$ cat config.mk
export PLATFORM = sky130hd
export DESIGN_NAME = island_route_decoder
export DESIGN_NICKNAME = d
export VERILOG_FILES = /design/src/rtl/island_route_pkg.sv /design/src/rtl/ird_ctrl.sv /design/src/rtl/ird_datapath.sv /design/src/rtl/island_route_decoder.sv
export SDC_FILE = /design/constraint.sdc
export NUM_CORES = 1
export LEC_CHECK = 0
export BUFFER_PORTS_ARGS = -buffer_cell sky130_fd_sc_hd__buf_2
export CAP_MARGIN = 25
export CORE_AREA = 2 2 40 49
export DETAILED_ROUTE_END_ITERATION = 6
export DIE_AREA = 0 0 42 51
export GPL_ROUTABILITY_DRIVEN = 0
export PLACE_DENSITY = 0.77
export SYNTH_ARGS = -nofsm -noshare
export SYNTH_HDL_FRONTEND = slang
export SYNTH_HIERARCHICAL = 1
export SYNTH_SLANG_ARGS = --single-unit
$ cat constraint.sdc
create_clock -name clk -period 1 [get_ports clk]
set_input_delay 0.1 -clock clk [delete_from_list [all_inputs] [get_ports clk]]
set_output_delay 0.1 -clock clk [all_outputs]
set_load 0.1 [all_outputs]
$ cat src/rtl/island_route_pkg.sv
package island_route_pkg;
  // Strobes from control to datapath: exactly one of the use*/reject bits is set.
  typedef struct packed {
    logic useField;  // island taken straight from an address slice
    logic usePick;   // index bit picks a whole base island
    logic useLow1;   // picked base with one low bit from the address
    logic useLow2;   // picked base with two low bits from the address
    logic wide;      // 40-bit field positions
    logic reject;    // unsupported target or mode
  } routeStrobes_t;
endpackage

$ cat src/rtl/ird_ctrl.sv
module ird_ctrl
  import island_route_pkg::*;
#(
  parameter int TGT_W     = 4,
  parameter int MODE_W    = 3,
  parameter int MEM_CODE  = 7,
  parameter int XBAR_CODE = 14
) (
  input  logic              clk,
  input  logic              rstN,
  input  logic [TGT_W-1:0]  tgtCode,
  input  logic [MODE_W-1:0] xlatMode,
  input  logic              wideAddr,
  output routeStrobes_t     strobes
);
  localparam logic [TGT_W-1:0] MemTgt  = TGT_W'(MEM_CODE);
  localparam logic [TGT_W-1:0] XbarTgt = TGT_W'(XBAR_CODE);

  logic badTgt;
  assign badTgt = (tgtCode == MemTgt) || (tgtCode == XbarTgt);

  always_comb begin
    strobes      = '0;
    strobes.wide = wideAddr;
    if (badTgt) begin
      strobes.reject = 1'b1;
    end else begin
      case (xlatMode)
        MODE_W'(0): strobes.useField = 1'b1;
        MODE_W'(1): strobes.usePick  = 1'b1;
        MODE_W'(2): strobes.useLow1  = 1'b1;
        MODE_W'(3): strobes.useLow2  = 1'b1;
        default:    strobes.reject   = 1'b1;
      endcase
    end
  end

  // exactly one decode path, or the reject path, is active.
  assert_single_path_R7: assert property (@(posedge clk) disable iff (!rstN)
    $countones({strobes.useField, strobes.usePick, strobes.useLow1,
                strobes.useLow2, strobes.reject}) == 1);

  // a rejected target never reaches a decode path.
  assert_tgt_blocks_decode_R5: assert property (@(posedge clk) disable iff (!rstN)
    badTgt |-> !(strobes.useField || strobes.usePick || strobes.useLow1 || strobes.useLow2));
endmodule

$ cat src/rtl/ird_datapath.sv
module ird_datapath
  import island_route_pkg::*;
#(
  parameter int ADDR_W   = 40,
  parameter int NARROW_W = 32,
  parameter int ISL_W    = 6,
  parameter bit REG_OUT  = 1'b1
) (
  input  logic              clk,
  input  logic              rstN,
  input  routeStrobes_t     strobes,
  input  logic [ADDR_W-1:0] busAddr,
  input  logic [ISL_W-1:0]  baseIsland0,
  input  logic [ISL_W-1:0]  baseIsland1,
  output logic [ISL_W-1:0]  islandOut,
  output logic              routeErr
);
  localparam int WideIdx   = ADDR_W - 1;
  localparam int NarrowIdx = NARROW_W - 1;

  logic             idxBit;
  logic [ISL_W-1:0] fieldVal;
  logic [1:0]       lowBits;
  logic [ISL_W-1:0] pickedBase;
  logic [ISL_W-1:0] nextIsland;
  logic             nextErr;
  logic             unusedAddr;

  assign unusedAddr = ^busAddr;

  always_comb begin
    if (strobes.wide) begin
      idxBit   = busAddr[WideIdx];
      fieldVal = busAddr[WideIdx -: ISL_W];
      lowBits  = busAddr[WideIdx-1 -: 2];
    end else begin
      idxBit   = busAddr[NarrowIdx];
      fieldVal = busAddr[NarrowIdx -: ISL_W];
      lowBits  = busAddr[NarrowIdx-1 -: 2];
    end
    pickedBase = idxBit ? baseIsland1 : baseIsland0;

    nextIsland = '0;
    if (strobes.useField)     nextIsland = fieldVal;
    else if (strobes.usePick) nextIsland = pickedBase;
    else if (strobes.useLow1) nextIsland = {pickedBase[ISL_W-1:1], lowBits[1]};
    else if (strobes.useLow2) nextIsland = {pickedBase[ISL_W-1:2], lowBits};
    nextErr = strobes.reject;
  end

  generate
    if (REG_OUT) begin : g_reg
      always_ff @(posedge clk or negedge rstN) begin
        if (!rstN) begin
          islandOut <= '0;
          routeErr  <= 1'b0;
        end else begin
          islandOut <= nextIsland;
          routeErr  <= nextErr;
        end
      end
    end else begin : g_comb
      assign islandOut = nextIsland;
      assign routeErr  = nextErr;
    end
  endgenerate

  // an error output never carries an island value.
  assert_zero_on_err_R8: assert property (@(posedge clk) disable iff (!rstN)
    routeErr |-> (islandOut == '0));
endmodule

$ cat src/rtl/island_route_decoder.sv
module island_route_decoder
  import island_route_pkg::*;
#(
  parameter int ADDR_W    = 40,
  parameter int NARROW_W  = 32,
  parameter int ISL_W     = 6,
  parameter int TGT_W     = 4,
  parameter int MODE_W    = 3,
  parameter int MEM_CODE  = 7,
  parameter int XBAR_CODE = 14,
  parameter bit REG_OUT   = 1'b1
) (
  input  logic              clk,
  input  logic              rstN,
  input  logic [ADDR_W-1:0] busAddr,
  input  logic [TGT_W-1:0]  tgtCode,
  input  logic [MODE_W-1:0] xlatMode,
  input  logic              wideAddr,
  input  logic [ISL_W-1:0]  baseIsland0,
  input  logic [ISL_W-1:0]  baseIsland1,
  output logic [ISL_W-1:0]  islandOut,
  output logic              routeErr
);
  routeStrobes_t strobes;

  ird_ctrl #(
    .TGT_W(TGT_W), .MODE_W(MODE_W), .MEM_CODE(MEM_CODE), .XBAR_CODE(XBAR_CODE)
  ) u_ctrl (
    .clk(clk), .rstN(rstN), .tgtCode(tgtCode), .xlatMode(xlatMode),
    .wideAddr(wideAddr), .strobes(strobes)
  );

  ird_datapath #(
    .ADDR_W(ADDR_W), .NARROW_W(NARROW_W), .ISL_W(ISL_W), .REG_OUT(REG_OUT)
  ) u_dp (
    .clk(clk), .rstN(rstN), .strobes(strobes), .busAddr(busAddr),
    .baseIsland0(baseIsland0), .baseIsland1(baseIsland1),
    .islandOut(islandOut), .routeErr(routeErr)
  );

  // Port-level checks, with latency set by REG_OUT.
  logic tgtBad;
  logic modeBad;
  logic pickIdx;
  assign tgtBad  = (tgtCode == TGT_W'(MEM_CODE)) || (tgtCode == TGT_W'(XBAR_CODE));
  assign modeBad = xlatMode > MODE_W'(3);
  assign pickIdx = wideAddr ? busAddr[ADDR_W-1] : busAddr[NARROW_W-1];

  generate
    if (REG_OUT) begin : g_chk_reg
      assert_tgt_err_R5: assert property (@(posedge clk) disable iff (!rstN)
        tgtBad |=> routeErr);
      assert_mode_err_R6: assert property (@(posedge clk) disable iff (!rstN)
        modeBad |=> routeErr);
      assert_pick_base_R2: assert property (@(posedge clk) disable iff (!rstN)
        (!tgtBad && xlatMode == MODE_W'(1)) |=>
          (islandOut == ($past(pickIdx) ? $past(baseIsland1) : $past(baseIsland0))));
      assert_ok_no_err_R7: assert property (@(posedge clk) disable iff (!rstN)
        (!tgtBad && !modeBad) |=> !routeErr);
    end else begin : g_chk_comb
      assert_tgt_err_R5: assert property (@(posedge clk) disable iff (!rstN)
        tgtBad |-> routeErr);
      assert_mode_err_R6: assert property (@(posedge clk) disable iff (!rstN)
        modeBad |-> routeErr);
      assert_pick_base_R2: assert property (@(posedge clk) disable iff (!rstN)
        (!tgtBad && xlatMode == MODE_W'(1)) |->
          (islandOut == (pickIdx ? baseIsland1 : baseIsland0)));
      assert_ok_no_err_R7: assert property (@(posedge clk) disable iff (!rstN)
        (!tgtBad && !modeBad) |-> !routeErr);
    end
  endgenerate
endmodule

# == After elaboration in Yosys (flattened, before gate mapping) ==
# Index checks and enable logic that the tools add are counted.
# Widths: inputs -> output; s select.
# word_totals
regBits,7
inputBits,62
elab_cells,25
# op_classes
n_eq_ne,5
n_reduce_logical,3
muxes,15
# op_table
cell,n
$mux 6,6
$mux 1,7
$eq 3x2->1 const B,2
$eq 4x3->1 const B,1
$eq 4x4->1 const B,1
$mux 4,1
$reduce_or 4->1,1
$eq 3x1->1 const B,1
$logic_not 3->1,1
$mux 2,1
$logic_or 1x1->1,1

# == Longest topological paths before layout ==
# depth
depth_word,7
ltp_mapped,6
depth_no_buf,6

# == Cells and area by module ==
# Netlist, hierarchy kept.
# modules_own_cells
mod,n_inst,seq_area_each_um2,area_each_um2,cells_each
ird_datapath,1,175.2,426.7,38
ird_ctrl,1,0.0,80.1,11

# == Worst setup path before layout ==
# Ideal clock, no wire load.
# synth_timing
path_type,in2reg
start,input port xlatMode[2]
end,register u_dp.islandOut[0]
t_arrival_ns,1.217
t_required_ns,0.880
path_slack_ns,-0.336
cell_stages,6
cell_sequence,or3b_1 > a31oi_1 > nor2b_1 > a221oi_1 > a211o_1 > o21ai_2
# synth_lines
element,line_no,source
"start, declared",island_route_decoder.sv:17,"input logic [MODE_W-1:0] xlatMode,"
"end signal, assigned",ird_datapath.sv:58,islandOut <= nextIsland;
"end, declared",ird_datapath.sv:15,"output logic [ISL_W-1:0] islandOut,"

==> metrics.txt <==
Yosys cell types 25; Core Region 0.001723 mm^2; CTS sink count 7; failing checks setup timing; max_slew headroom 80.11%; crit-path leading delay family compound AO/OA/AOI/OAI gates; num ports 69; DIE WIDTH 42 um; nets 172; Via-to-Cell Ratio 4.945; area of the multi-input gates 424.2 um^2; register area share after synthesis 34.57%; DP Area 0.001003 mm^2; first-pass GRT wire length 2642 um; leading cell type in the layout, fill and taps excluded buf_2; crit path from xlatMode[2]; Yosys reg bits 7; Ant. Diodes 0; Period Utilization, post-route 116.3%; Synth warnings 6; final-report max-slew violation count 0; slowest stage delay, CP 0.39 ns; WL/cell 12.57 um; Area Growth Syn to Fin 121.2%; most frequent cells in the layout buf_2, buf_4, mux2i_1; Initial Utilization 29.41%; total grt overflow 0; drt drc 0; final setup TNS -0.6973 ns; Vias 633; Syn Nets 111; WP data arrival 1.29 ns; largest net degree at the start of global routing 8; Hold WC Path Type primary input to flop; TritonCTS Buffers 3; instance count on the critical path 7; CTS H-tree lvls 1; Netlist Area Pre-Place 506.7 um^2; chip height 51 um; die area 0.002142 mm^2; RSZ-0062 raised after global routing yes; Worst Setup Slack, final -0.1628 ns; final WL 1609 um; layout cell share with drive strength beyond 1 76.15%; vias in the first global route 682; Req. time, crit path 1.13 ns; MaxCap Viol Count 0; critical path cell sequence buf_6 -> or3b_4 -> a31oi_4 -> nor2b_1 -> a221oi_2 -> a211o_1 -> o21ai_2; achievable clock frequency 860.0 MHz; TritonCTS clock tree built; Gate Count Post-Synth 49; final setup vio count 6; time the worst path needs with I/O delays and setup 1.163 ns; Lkg Pwr 0.5322 nW; Crit Path Max Fanout 4; final std cell area, no fill 0.001121 mm^2; Port Buffers 40; Worst Tran Pin Value 0.2984 ns; CP max-delay cell or3b_4; Max IR drop VDD 0.0005002 V; DR iter-0 viols 3; initial antenna violation count 0; Fill cells 139; Root Buffer clkbuf_4; clock-pin slew on the worst setup and hold paths 0.05 ns; type of origin of the critical path primary input; drt first pass iters 4; post-route ant nets 0; CTS max path bufs 2; Worst setup endpoint u_dp/islandOut[0]$_DFF_PN0_; Mean Syn Cell Area 10.34 um^2; pwr dens 1098 mW/mm^2; CP endpoint kind flop; Final Hold Fails 0; CP Buf/Inv Count 1; outcome finished, violations left; Reg area 175.2 um^2; crit path kind primary input to flop; # rows 17; DPL Wire Length 1281 um; all-layer global routing usage 16.37%
kinds of logic after synthesis:
kind of cell	share of synthesized area, %
flip-flops	34.57
multiplexers	24.69
AO/OA/AOI/OAI	21.73
XOR/XNOR	1.729
buffers and inverters	4.444
AND/OR/NAND/NOR	12.84
per-stage QoR:
stage | power [mW] | hold slack, ns | utilization [%] | setup slack (ns) | cells
6_report | 1.231 | 0.1601 | 65.07 | -0.1628 | 128
5_1_grt | 1.277 | 0.1650 | 65.07 | -0.2194 | 128
4_1_cts | 1.225 | 0.1431 | 63.69 | -0.1713 | 127
3_5_place_dp | 0.9395 | -0.06639 | 58.24 | -0.4465 | 121
3_3_place_gp | 0.9280 | -0.07142 | 58.24 | -0.4235 | 121
2_1_floorplan | 0.6582 | -0.1956 | - | -0.2542 | 49
cell usage after synthesis:
cell type,number,area share (%)
mux2i_1,8,16
dfrtp_1,7,35
a31oi_1,5,6.2
nand2_1,3,2.2
o21ai_0,3,3.0
mux2_2,2,4.4
o22ai_1,2,2.5
or3b_1,2,3.5
a211o_1,1,1.7
a21boi_0,1,1.5
a221oi_1,1,1.7
a311oi_1,1,1.7
a31o_2,1,1.7
and2b_2,1,1.7
buf_4,1,1.5
buf_6,1,2.2
inv_1,1,0.74
mux2i_4,1,4.4
nor2_1,1,0.74
nor2b_1,1,1.2
nor3_1,1,0.99
o21ai_2,1,1.7
or2_2,1,1.2
or3_1,1,1.2
xor2_1,1,1.7
worst min-delay path, stage by stage:
cell,delay [ns]
buf_2,0.07
mux2i_1,0.07
o22ai_2,0.11
metal layers:
metal  wire length, um  global-route usage (%)  vias to the layer above
met5                 0                       0                        -
li1                  -                       -                      307
met3               101                   3.534                        2
met4                 5                   8.602                        0
met1               487                   12.50                      299
met2              1015                   35.68                       25
area by class of cell:
cell class                      count  share of cell area (%)
Timing Repair Buffer               58                   41.74
Multi-Input combinational cell     39                   37.83
Sequential cell                     7                   15.62
Clock buffer                        4                   2.344
Tap cell                           19                   2.121
Inverter                            1                  0.3348
registers in the layout, indices dropped and copies added, names as in the netlist:
register and flops:
u_dp/islandOut 6, u_dp/routeErr 1
report_power, final:
| part | internal (mW) | switching (mW) |
|---|---|---|
| combinational | 0.298 | 0.357 |
| sequential | 0.310 | 0.0202 |
| clock | 0.152 | 0.0949 |
| total | 0.759 | 0.472 |
timing repair:
action / 4_1_cts / 5_1_grt
endpoints found under the setup margin: 6 / 6
hold buffers: 1 / 0
hold endpoints to repair: 7 / 0
pin swaps: 4 / 3
resized for setup: 13 / 3
setup buffers: 1 / 1
worst min-delay path by stage:
stage                   start                          end  slack [ns]  depth (start not counted)
2_1_floorplan            rstN  u_dp/islandOut[0]$_DFF_PN0_       -0.20                          0
3_3_place_gp             rstN  u_dp/islandOut[2]$_DFF_PN0_       -0.07                          1
3_5_place_dp             rstN  u_dp/islandOut[1]$_DFF_PN0_       -0.07                          1
4_1_cts           busAddr[26]  u_dp/islandOut[0]$_DFF_PN0_        0.14                          3
5_1_grt        baseIsland0[5]  u_dp/islandOut[5]$_DFF_PN0_        0.17                          3
6_report          busAddr[28]  u_dp/islandOut[2]$_DFF_PN0_        0.16                          3
Note: power is estimated with default switching activity, not from simulation.
